===== config.mk =====
export PLATFORM = sky130hd
export DESIGN_NAME = ccr_alu
export DESIGN_NICKNAME = d
export VERILOG_FILES = /design/src/rtl/ccr_alu_pkg.sv /design/src/rtl/ccr_alu_decode.sv /design/src/rtl/ccr_alu_arith.sv /design/src/rtl/ccr_alu_logic.sv /design/src/rtl/ccr_alu_shift.sv /design/src/rtl/ccr_alu.sv
export SDC_FILE = /design/constraint.sdc
export NUM_CORES = 1
export LEC_CHECK = 0
export BUFFER_PORTS_ARGS = -buffer_cell sky130_fd_sc_hd__buf_2
export CAP_MARGIN = 40
export CORE_MARGIN = 5
export CORE_UTILIZATION = 36
export DETAILED_ROUTE_END_ITERATION = 8
export GPL_TIMING_DRIVEN = 0
export HOLD_SLACK_MARGIN = 0.1
export PLACE_DENSITY = 0.6
export SKIP_LAST_GASP = 1
export SLEW_MARGIN = 10
export SYNTH_ARGS = -nofsm -noshare
export SYNTH_HDL_FRONTEND = slang
export SYNTH_HIERARCHICAL = 1
export SYNTH_SLANG_ARGS = --single-unit

===== constraint.sdc =====
create_clock -name clk -period 1.35 [get_ports clk]
set_input_delay 0.0675 -clock clk [delete_from_list [all_inputs] [get_ports clk]]
set_output_delay 0.0675 -clock clk [all_outputs]
set_load 0.03 [all_outputs]

===== src/rtl/ccr_alu_pkg.sv =====
package ccr_alu_pkg;

  localparam int FL_W = 5;
  localparam int FL_C = 0;
  localparam int FL_Z = 1;
  localparam int FL_N = 2;
  localparam int FL_I = 3;
  localparam int FL_H = 4;
  localparam logic [FL_W-1:0] FL_RESET = 5'b01000;

  typedef enum logic [4:0] {
    OP_ADD = 5'd0,  OP_ADC = 5'd1,  OP_SUB = 5'd2,  OP_SBC = 5'd3,
    OP_CMP = 5'd4,  OP_AND = 5'd5,  OP_OR  = 5'd6,  OP_XOR = 5'd7,
    OP_BIT = 5'd8,  OP_INC = 5'd9,  OP_DEC = 5'd10, OP_NEG = 5'd11,
    OP_COM = 5'd12, OP_CLR = 5'd13, OP_TST = 5'd14, OP_LSL = 5'd15,
    OP_LSR = 5'd16, OP_ASR = 5'd17, OP_ROL = 5'd18, OP_ROR = 5'd19,
    OP_SEC = 5'd20, OP_CLC = 5'd21, OP_SEI = 5'd22, OP_CLI = 5'd23
  } alu_op_e;

  typedef enum logic [1:0] {U_ARITH, U_LOGIC, U_SHIFT, U_NONE} unit_e;
  typedef enum logic [2:0] {LG_AND, LG_OR, LG_XOR, LG_COM, LG_CLR, LG_PASS} lg_fn_e;
  typedef enum logic [2:0] {SH_LSL, SH_LSR, SH_ASR, SH_ROL, SH_ROR} sh_fn_e;
  typedef enum logic [2:0] {CS_KEEP, CS_ARITH, CS_SHIFT, CS_ONE, CS_ZERO} c_src_e;
  typedef enum logic [1:0] {IS_KEEP, IS_SET, IS_CLR} i_src_e;
  typedef enum logic [1:0] {YS_B, YS_ONE, YS_A} y_sel_e;

  typedef struct packed {
    unit_e  unit;
    lg_fn_e lg_fn;
    sh_fn_e sh_fn;
    logic   ar_sub;
    logic   ar_use_c;
    logic   ar_x_zero;
    y_sel_e ar_y;
    logic   wr_res;
    logic   upd_nz;
    logic   upd_h;
    c_src_e c_src;
    i_src_e i_src;
  } alu_ctl_t;

endpackage


===== src/rtl/ccr_alu_decode.sv =====
module ccr_alu_decode
  import ccr_alu_pkg::*;
(
  input  logic [4:0] op,
  output alu_ctl_t   ctl
);

  always_comb begin
    ctl           = '0;
    ctl.unit      = U_NONE;
    ctl.lg_fn     = LG_PASS;
    ctl.sh_fn     = SH_LSL;
    ctl.ar_y      = YS_B;
    ctl.c_src     = CS_KEEP;
    ctl.i_src     = IS_KEEP;
    case (op)
      OP_ADD, OP_ADC: begin
        ctl.unit     = U_ARITH;
        ctl.ar_use_c = (op == OP_ADC);
        ctl.wr_res   = 1'b1;
        ctl.upd_nz   = 1'b1;
        ctl.upd_h    = 1'b1;
        ctl.c_src    = CS_ARITH;
      end
      OP_SUB, OP_SBC, OP_CMP: begin
        ctl.unit     = U_ARITH;
        ctl.ar_sub   = 1'b1;
        ctl.ar_use_c = (op == OP_SBC);
        ctl.wr_res   = (op != OP_CMP);
        ctl.upd_nz   = 1'b1;
        ctl.c_src    = CS_ARITH;
      end
      OP_AND, OP_OR, OP_XOR, OP_BIT: begin
        ctl.unit   = U_LOGIC;
        ctl.lg_fn  = (op == OP_OR)  ? LG_OR :
                     (op == OP_XOR) ? LG_XOR : LG_AND;
        ctl.wr_res = (op != OP_BIT);
        ctl.upd_nz = 1'b1;
      end
      OP_INC, OP_DEC: begin
        ctl.unit   = U_ARITH;
        ctl.ar_sub = (op == OP_DEC);
        ctl.ar_y   = YS_ONE;
        ctl.wr_res = 1'b1;
        ctl.upd_nz = 1'b1;
      end
      OP_NEG: begin
        ctl.unit      = U_ARITH;
        ctl.ar_sub    = 1'b1;
        ctl.ar_x_zero = 1'b1;
        ctl.ar_y      = YS_A;
        ctl.wr_res    = 1'b1;
        ctl.upd_nz    = 1'b1;
        ctl.c_src     = CS_ARITH;
      end
      OP_COM: begin
        ctl.unit   = U_LOGIC;
        ctl.lg_fn  = LG_COM;
        ctl.wr_res = 1'b1;
        ctl.upd_nz = 1'b1;
        ctl.c_src  = CS_ONE;
      end
      OP_CLR: begin
        ctl.unit   = U_LOGIC;
        ctl.lg_fn  = LG_CLR;
        ctl.wr_res = 1'b1;
        ctl.upd_nz = 1'b1;
      end
      OP_TST: begin
        ctl.unit   = U_LOGIC;
        ctl.lg_fn  = LG_PASS;
        ctl.upd_nz = 1'b1;
      end
      OP_LSL, OP_LSR, OP_ASR, OP_ROL, OP_ROR: begin
        ctl.unit   = U_SHIFT;
        ctl.sh_fn  = (op == OP_LSR) ? SH_LSR :
                     (op == OP_ASR) ? SH_ASR :
                     (op == OP_ROL) ? SH_ROL :
                     (op == OP_ROR) ? SH_ROR : SH_LSL;
        ctl.wr_res = 1'b1;
        ctl.upd_nz = 1'b1;
        ctl.c_src  = CS_SHIFT;
      end
      OP_SEC: ctl.c_src = CS_ONE;
      OP_CLC: ctl.c_src = CS_ZERO;
      OP_SEI: ctl.i_src = IS_SET;
      OP_CLI: ctl.i_src = IS_CLR;
      default: ;
    endcase
  end

endmodule


===== src/rtl/ccr_alu_arith.sv =====
module ccr_alu_arith #(
  parameter int DW   = 8,
  parameter int HBIT = 4
) (
  input  logic [DW-1:0] x,
  input  logic [DW-1:0] y,
  input  logic          cin,
  input  logic          sub,
  output logic [DW-1:0] res,
  output logic          cout,
  output logic          half
);

  localparam int EW = DW + 1;

  logic [EW-1:0] ext;

  always_comb begin
    if (sub) begin
      ext = {1'b0, x} - {1'b0, y} - {{DW{1'b0}}, cin};
    end else begin
      ext = {1'b0, x} + {1'b0, y} + {{DW{1'b0}}, cin};
    end
    res  = ext[DW-1:0];
    cout = ext[DW];
    half = x[HBIT] ^ y[HBIT] ^ ext[HBIT];
  end

endmodule


===== src/rtl/ccr_alu_logic.sv =====
module ccr_alu_logic
  import ccr_alu_pkg::*;
#(
  parameter int DW = 8
) (
  input  logic [DW-1:0] a,
  input  logic [DW-1:0] b,
  input  lg_fn_e        fn,
  output logic [DW-1:0] res
);

  always_comb begin
    case (fn)
      LG_AND:  res = a & b;
      LG_OR:   res = a | b;
      LG_XOR:  res = a ^ b;
      LG_COM:  res = ~a;
      LG_CLR:  res = '0;
      LG_PASS: res = a;
      default: res = '0;
    endcase
  end

endmodule


===== src/rtl/ccr_alu_shift.sv =====
module ccr_alu_shift
  import ccr_alu_pkg::*;
#(
  parameter int DW = 8
) (
  input  logic [DW-1:0] a,
  input  logic          cin,
  input  sh_fn_e        fn,
  output logic [DW-1:0] res,
  output logic          cout
);

  localparam int MSB = DW - 1;

  always_comb begin
    case (fn)
      SH_LSL: begin res = {a[MSB-1:0], 1'b0};  cout = a[MSB]; end
      SH_LSR: begin res = {1'b0, a[MSB:1]};    cout = a[0];   end
      SH_ASR: begin res = {a[MSB], a[MSB:1]};  cout = a[0];   end
      SH_ROL: begin res = {a[MSB-1:0], cin};   cout = a[MSB]; end
      SH_ROR: begin res = {cin, a[MSB:1]};     cout = a[0];   end
      default: begin res = a; cout = cin; end
    endcase
  end

endmodule


===== src/rtl/ccr_alu.sv =====
module ccr_alu
  import ccr_alu_pkg::*;
#(
  parameter int DW   = 8,
  parameter int HBIT = 4
) (
  input  logic            clk,
  input  logic            rst_n,
  input  logic            en,
  input  logic [4:0]      op,
  input  logic [DW-1:0]   opa,
  input  logic [DW-1:0]   opb,
  output logic [DW-1:0]   result,
  output logic [FL_W-1:0] flags
);

  localparam int MSB = DW - 1;

  // reset synchronizer: asynchronous assert, two-flop release
  logic [1:0] rst_pipe;
  logic       rst_n_sync;

  always_ff @(posedge clk or negedge rst_n) begin
    if (!rst_n) rst_pipe <= 2'b00;
    else        rst_pipe <= {rst_pipe[0], 1'b1};
  end
  assign rst_n_sync = rst_pipe[1];

  alu_ctl_t ctl;

  ccr_alu_decode u_dec (
    .op  (op),
    .ctl (ctl)
  );

  // arithmetic operand selection
  logic [DW-1:0] ar_x, ar_y, ar_res, lg_res, sh_res, alu_res;
  logic          ar_cin, ar_cout, ar_half, sh_cout;

  always_comb begin
    ar_x   = ctl.ar_x_zero ? '0 : opa;
    case (ctl.ar_y)
      YS_ONE:  ar_y = {{(DW-1){1'b0}}, 1'b1};
      YS_A:    ar_y = opa;
      default: ar_y = opb;
    endcase
    ar_cin = ctl.ar_use_c & flags[FL_C];
  end

  ccr_alu_arith #(.DW(DW), .HBIT(HBIT)) u_arith (
    .x    (ar_x),
    .y    (ar_y),
    .cin  (ar_cin),
    .sub  (ctl.ar_sub),
    .res  (ar_res),
    .cout (ar_cout),
    .half (ar_half)
  );

  ccr_alu_logic #(.DW(DW)) u_logic (
    .a   (opa),
    .b   (opb),
    .fn  (ctl.lg_fn),
    .res (lg_res)
  );

  ccr_alu_shift #(.DW(DW)) u_shift (
    .a    (opa),
    .cin  (flags[FL_C]),
    .fn   (ctl.sh_fn),
    .res  (sh_res),
    .cout (sh_cout)
  );

  always_comb begin
    case (ctl.unit)
      U_ARITH: alu_res = ar_res;
      U_LOGIC: alu_res = lg_res;
      U_SHIFT: alu_res = sh_res;
      default: alu_res = opa;
    endcase
  end

  // next state
  logic [DW-1:0]   result_d;
  logic [FL_W-1:0] flags_d;

  always_comb begin
    result_d = result;
    flags_d  = flags;
    if (en) begin
      if (ctl.wr_res) result_d = alu_res;
      if (ctl.upd_nz) begin
        flags_d[FL_N] = alu_res[MSB];
        flags_d[FL_Z] = ~|alu_res;
      end
      if (ctl.upd_h) flags_d[FL_H] = ar_half;
      case (ctl.c_src)
        CS_ARITH: flags_d[FL_C] = ar_cout;
        CS_SHIFT: flags_d[FL_C] = sh_cout;
        CS_ONE:   flags_d[FL_C] = 1'b1;
        CS_ZERO:  flags_d[FL_C] = 1'b0;
        default:  ;
      endcase
      case (ctl.i_src)
        IS_SET:  flags_d[FL_I] = 1'b1;
        IS_CLR:  flags_d[FL_I] = 1'b0;
        default: ;
      endcase
    end
  end

  // state registers
  always_ff @(posedge clk or negedge rst_n_sync) begin
    if (!rst_n_sync) begin
      result <= '0;
      flags  <= FL_RESET;
    end else begin
      result <= result_d;
      flags  <= flags_d;
    end
  end

endmodule


# == After elaboration in Yosys (flattened, before gate mapping) ==
# Cells that the tools add are included.
# word_totals
ff_bits,15
inputBits,24
out_inout_bits,13
elab_cells,115
# op_classes
n_addsub,4
n_eq_ne,44
mux,27
n_bitwise,7
reduce_logical,27
# op_table
op,n
$pmux W8 S5,2
$eq A5 B4 Y1 const B,8
$eq A5 B5 Y1 const B,8
$pmux W8 S3,1
$eq A5 B3 Y1 const B,4
$reduce_or A20 Y1,1
$eq A3 B2 Y1 const B,6
$mux W3,6
$pmux W8 S2,1
$reduce_or A8 Y1,2
$pmux W3 S4,1
$reduce_or A12 Y1,1
$eq A5 B2 Y1 const B,2
$add A8 B8 Y9,1
$add A9 B1 Y9,1
$eq A3 B1 Y1 const B,3
$eq A3 B3 Y1 const B,3
$mux W9,1
$pmux W3 S3,1
$sub A8 B8 Y9,1
$sub A9 B1 Y9,1
$and A8 B8 Y8,1
$mux W8,1
$not A8 Y8,1
other kinds (31),51

# == Longest topological paths before layout ==
# Gate-level depths: netlist of run 1.
# depth
ltp_word,11
ltp_mapped,21

# == Cells and area by module ==
# Netlist of run 1, hierarchy kept.
# modules_own_cells
module,n_inst,cells_each,area_per_inst_um2,seq_area_each_um2
ccr_alu,1,91,1033.5,376.6
ccr_alu_arith,1,125,925.9,0.0
ccr_alu_logic,1,81,589.3,0.0
ccr_alu_shift,1,44,359.1,0.0
ccr_alu_decode,1,60,329.1,0.0

# == Worst setup path after synthesis of run 1 ==
# OpenSTA, ideal clock, no wires.
# synth_timing
path_kind,input port to flip-flop
start,input op[3]
end,register flags[1]
arrival_ps,4052
setup_slack_ps,-2768
stages,20
cell_sequence,buf_4 -> buf_2 -> nand2_1 -> nor3_1 -> inv_1 -> ha_1 -> clkbuf_1 -> a22o_1 -> ha_1 -> inv_1 -> ha_1 -> a21o_1 -> a31o_2 -> a21oi_1 -> xor2_1 -> mux2i_1 -> mux2i_1 -> or3b_1 -> a2111oi_2 -> a22o_1
# synth_rtl
item,line,source
start: declaration,ccr_alu.sv:10,"input logic [4:0] op,"
end signal: assignment,ccr_alu.sv:120,flags <= flags_d;
end: declaration,ccr_alu.sv:14,output logic [FL_W-1:0] flags

==> impl_metrics.toml, run 1 <==
[logic_synthesis]
synth_area_mm2 = 0.00324
synth_common_cells = "inv_1, nand2_1, ha_1"
ys_warn_count = 6
ys_seq_elements = 15
async_flop_share_pct = 100
ys_seq_area_share_pct = 11.6
ys.flop_type = "dfrtp_1"
synth.largest_area_cell = "ha_1"
netlist_instances = 401
synth_nets = 469
ys_types = 66
avgSynthCellArea_um2 = 8.07
synth_edf_count = 0
yosysTopAreaCellShare_pct = 15.5
yosysMostFrequentCell = "inv_1"
synth_area_leaders = "ha_1, dfrtp_1, inv_1"

[die]
initial_core_util_pct = 36.9
core_mm2 = 0.00876
rows = 34
die_height_um = 105
io_pins = 37
dieArea_mm2 = 0.0110
die_w_um = 105

[layout]
ff_latch_area_um2 = 377
nets = 537
drive_above_1_share_pct = 34.6
multi_input_area_mm2 = 0.00282
diodes = 0
nFillCells = 841
final_area_mm2 = 0.00422
final_util_pct = 48.1
syn2layout_area_growth_pct = 30.2
finalNonFillerCells = 576

[detailed_routing]
vias_per_cell = 5.47
avgRoutedWirePerCell_um = 15.5
routed-via-count = 3152
firstDrtPassIters = 4
drt-total-wl_mm = 8.95
ant_nets = 0
drc = 0
drt_iter0_drc = 202

[timing]
worstMarginPinSlew_ns = 0.585
rsz0062_at_grt = "yes"
fmax_mhz = 279
fin_worst_skew_ns = 0.000696
finalHoldViolations = 0
fin_crit_sh_pct = 266
tns_ns = -23.11
drv_slew = 0
final.min_clock_period_ns = 3.59
setup-violations-final = 12
fin_ws_ns = -2.24
slew_headroom_pct = 60.8

[cts]
clk_pin_slew_ns = 0.06
cts_buffers = 3
htree_num_levels = 1
cts_tree = "yes"
clock-sinks = 15
cts_root_buf = "clkbuf_8"
clockBufferDepth = 2
worstSkewPairLatency_ns = 0.24

[global_route]
overflow = 0
antenna_found_initial = 0
grt_max_degree = 14
grt_pass1_wl_mm = 14.6
grt_pass1_vias = 3008
track_usage_pct = 15.5

[setup_path]
cp_max_fo = 5
crit_type = "input port to flop"
regToRegStartpoint = "flags[0]"
crit_arrival_ns = 3.77
critical_path_required_ns = 1.53
timing.rr.end = "flags[1]"
r2r_cells = 13
worstSetupStartpoint = "op[2]"
reg2reg_slack_ns = -2.02
startpoint_type = "input port"
critPathCaptureType = "flop"

[placement]
place_congestion = 0.874
post-place-ws_ns = -2.85
io_buffers = 35
dpl.cell_count = 544
post-dp-hpwl_mm = 6.77
placedInstanceArea_mm2 = 0.00369

[power_and_ir_drop]
powerDensity_mw_per_mm2 = 732
vdd_ir_drop_max_v = 0.000361
leakagePower_nw = 1.97

[outcome]
status = "complete, but fails checks"
violations = "negative setup slack"

[job]
cap_viol_max_count = 0

[min_path]
worstHoldPathType = "input port to async pin"
[layout make-up]
class / count / area share, %
Multi-Input combinational cell: 313 / 66.9
Timing Repair Buffer: 63 / 10.1
Sequential cell: 15 / 8.93
Inverter: 54 / 5.05
Buffer: 19 / 4.75
Tap cell: 108 / 3.21
Clock buffer: 4 / 1.07
[power breakdown]
part	switching [mW]	internal [mW]
clock network	0.141	0.208
logic	1.15	0.949
registers	0.0723	0.568
total	1.36	1.72
[critical path, cell delays in order]
cell	delay [ns]
buf_8	0.10
buf_6	0.11
clkinv_4	0.04
nand2_4	0.06
nor3_4	0.26
ha_4	0.27
clkbuf_16	0.16
o21ai_4	0.20
inv_2	0.06
fa_2	0.36
inv_2	0.07
fa_2	0.21
a21oi_2	0.09
o41ai_4	0.32
xnor2_1	0.17
mux2i_1	0.11
mux2i_1	0.21
or3b_4	0.43
a2111oi_4	0.29
a22o_1	0.16
[sequential cells by signal (all words and copies together), names as in the netlist]
signal and cells:
result 8, flags 5, rst_pipe 2
[cells by family after synthesis]
family                   Yosys count  share of synthesized area, %
AND/OR/NAND/NOR                  121                          19.3
AO/OA/AOI/OAI                     96                          20.5
buffers and inverters             73                          10.1
adder cells (fa/ha/maj)           44                          17.9
multiplexers                      36                          15.7
XOR/XNOR                          15                          4.64
flip-flops                        15                          11.6
other                              1                         0.116
[cells in the final DEF, fill, tap and decap left out, types with 5 or more instances in the layout]
cell type,instances
inv_1,44
nand2_1,37
buf_2,34
ha_1,31
buf_4,26
o21ai_0,17
mux2i_1,16
nor2_1,15
dfrtp_1,14
o211ai_1,14
nor3_1,12
o21ai_1,11
buf_6,11
nor2b_1,10
mux4_2,9
mux2_2,9
xnor2_1,9
or3_1,9
a21oi_1,8
inv_2,7
ha_4,7
a21oi_2,5
buf_8,5
a21o_1,5
[layer usage]
layer / track usage, % / vias to the layer above / routed length (µm)
li1: - / 1560 / -
met1: 22.0 / 1497 / 4140
met2: 25.6 / 83 / 4300
met3: 1.05 / 12 / 324
met4: 3.65 / 0 / 192
met5: 0 / - / 0
[stage by stage]
stage	power [mW]	hold slack, ns
6_report	3.09	0.135
5_1_grt	3.31	0.142
4_1_cts	2.99	0.131
3_5_place_dp	2.44	-0.145
3_3_place_gp	2.41	-0.148
2_1_floorplan	1.98	-0.228
[how the worst max path moves through the flow]
stage | cells after the start | to | slack (ns)
after floorplan | 20 | flags[1] | -2.20
after global placement | 22 | flags[1] | -2.83
after detailed placement | 18 | flags[1] | -2.85
after CTS | 20 | flags[1] | -2.34
after global routing | 20 | flags[1] | -2.44
final | 20 | flags[1] | -2.24
[what timing repair did]
action | in CTS | in global routing
resized for setup | 43 | 21
gates cloned | 1 | 0
endpoints found under the hold margin | 2 | 0
setup buffers | 18 | 8
endpoints found under the setup margin | 12 | 12
hold buffers | 1 | 0
pin swaps | 28 | 17
Power figures use the tool's default switching activity.
==> run 2: changes to the inputs <==
--- a/config.mk
+++ b/config.mk
@@ -10,7 +10,6 @@
 export CORE_MARGIN = 5
 export CORE_UTILIZATION = 36
 export DETAILED_ROUTE_END_ITERATION = 8
-export GPL_TIMING_DRIVEN = 0
 export HOLD_SLACK_MARGIN = 0.1
 export PLACE_DENSITY = 0.6
 export SKIP_LAST_GASP = 1
==> run 2 against run 1 <==
  * The flow still finishes with violations (negative setup slack)
  * Sequential share of layout area decreased by 1.4 points
  * Final cell count rose by 14%
  * Core utilization is 8.6 points higher
  * Largest power group unchanged
==> impl_metrics.toml, run 2 (same netlist as run 1, synthesis figures left out) <==
[outcome]
status = "complete, but fails checks"
violations = "negative setup slack"

[global_route]
antenna_found_initial = 0
overflow = 0
grt_max_degree = 21
grt_pass1_wl_mm = 15.3
track_usage_pct = 16.4
grt_pass1_vias = 3165

[cts]
cts_buffers = 3
cts_tree = "yes"
clockBufferDepth = 2
worstSkewPairLatency_ns = 0.25
cts_root_buf = "clkbuf_8"
htree_num_levels = 1
clock-sinks = 15
clk_pin_slew_ns = 0.06

[detailed_routing]
drt_iter0_drc = 128
drc = 0
avgRoutedWirePerCell_um = 15.0
firstDrtPassIters = 4
drt-total-wl_mm = 9.87
ant_nets = 0
vias_per_cell = 5.16
routed-via-count = 3401

[timing]
tns_ns = -22.33
fin_crit_sh_pct = 258
slew_headroom_pct = 57.7
fin_worst_skew_ns = 0.00344
final.min_clock_period_ns = 3.48
drv_slew = 0
setup-violations-final = 12
fin_ws_ns = -2.13
fmax_mhz = 287
worstMarginPinSlew_ns = 0.633
rsz0062_at_grt = "yes"
finalHoldViolations = 0

[layout]
regMostFlops = "result"
final_cell_mix = "buf_4, inv_1, nand2_1"
largest_reg_flops = 8
syn2layout_area_growth_pct = 53.5
drive_above_1_share_pct = 46.8
diodes = 0
finalNonFillerCells = 659
nets = 620
final_area_mm2 = 0.00497
mostFrequentLayoutCell = "buf_4"
reg.largest.list = "result (8), flags (5), rst_pipe (2)"

[setup_path]
startpoint_type = "input port"
crit_type = "input port to flop"
critical_path_required_ns = 1.54
cp_max_fo = 7
crit_arrival_ns = 3.67
critPathCaptureType = "flop"

[job]
cap_viol_max_count = 0

[power_and_ir_drop]
powerDensity_mw_per_mm2 = 729
leakagePower_nw = 2.45
vdd_ir_drop_max_v = 0.000461
fin_total_pwr_mw = 3.62

[die]
rows = 34
die_w_um = 105
initial_core_util_pct = 36.9
dieArea_mm2 = 0.0110
core_mm2 = 0.00876
die_height_um = 105
io_pins = 37

[placement]
post-dp-hpwl_mm = 7.86
dpl.cell_count = 633
place_congestion = 0.886
io_buffers = 36
post-place-ws_ns = -2.48
placedInstanceArea_mm2 = 0.00437

[min_path]
worstHoldPathType = "input port to async pin"
## run 2: final timing paths
kind | slack [ns] | startpoint | cells after the start | to
setup / recovery | -2.13 | op[2] | 19 | flags[1]
hold / removal | 0.13 | rst_n | 2 | rst_pipe[1]
setup reg to reg | -1.91 | flags[0] | 13 | flags[1]
hold reg to reg | 0.21 | rst_pipe[1] | 0 | result[4]
max in group asynchronous | 0.78 | rst_pipe[1] | 0 | flags[3]
min in group clk | 0.24 | en | 3 | result[6]
## run 2: repair_timing
| item | CTS | global route |
|---|---|---|
| endpoints found under the setup margin | 13 | 13 |
| resized for setup | 29 | 54 |
| hold buffers | 1 | 0 |
| pin swaps | 21 | 26 |
| hold endpoints to repair | 2 | 0 |
| setup buffers | 9 | 13 |
## run 2: final cells by class
type,instances,area (µm²)
multi-input combinational,313,2940
tap,108,135
inverter,54,208
clock buffer,3,41.3
clock inverter,1,5.00
sequential,15,377
timing repair buffer,165,1260
fill,812,3790
## run 2: worst max-delay path: stages
cell	delay (ns)
buf_8	0.10
inv_4	0.05
nand2_4	0.07
nor3_4	0.20
inv_2	0.06
ha_4	0.33
buf_12	0.12
nand2_4	0.04
o21ai_4	0.08
inv_2	0.06
fa_2	0.38
nor2_1	0.19
a221oi_4	0.11
o41ai_4	0.30
mux2_1	0.37
a211o_1	0.25
mux4_2	0.49
nor4_1	0.24
a22o_1	0.17
## run 2: routing by layer
| metal | up-vias | track usage (%) | wire [µm] | part of all wire, % |
|---|---|---|---|---|
| li1 | 1727 | - | - | - |
| met1 | 1609 | 23.0 | 4530 | 46 |
| met2 | 57 | 27.7 | 4850 | 49 |
| met3 | 8 | 1.48 | 380 | 3.8 |
| met4 | 0 | 2.92 | 106 | 1.1 |
| met5 | - | 0 | 0 | 0 |
## run 2: report_power, final
part	switching [mW]	total, mW	internal, mW
Sequential	0.0653	0.633	0.568
Combinational	1.31	2.63	1.31
Clock	0.156	0.360	0.204
Total	1.54	3.62	2.09
## run 2: through the flow
step                utilization [%]  hold WS (ns)
finish                         56.7         0.125
global placement               49.9        -0.148
floorplan                         -        -0.228
CTS                            52.6         0.122
detailed placement             49.9        -0.146
global route                   56.7         0.133
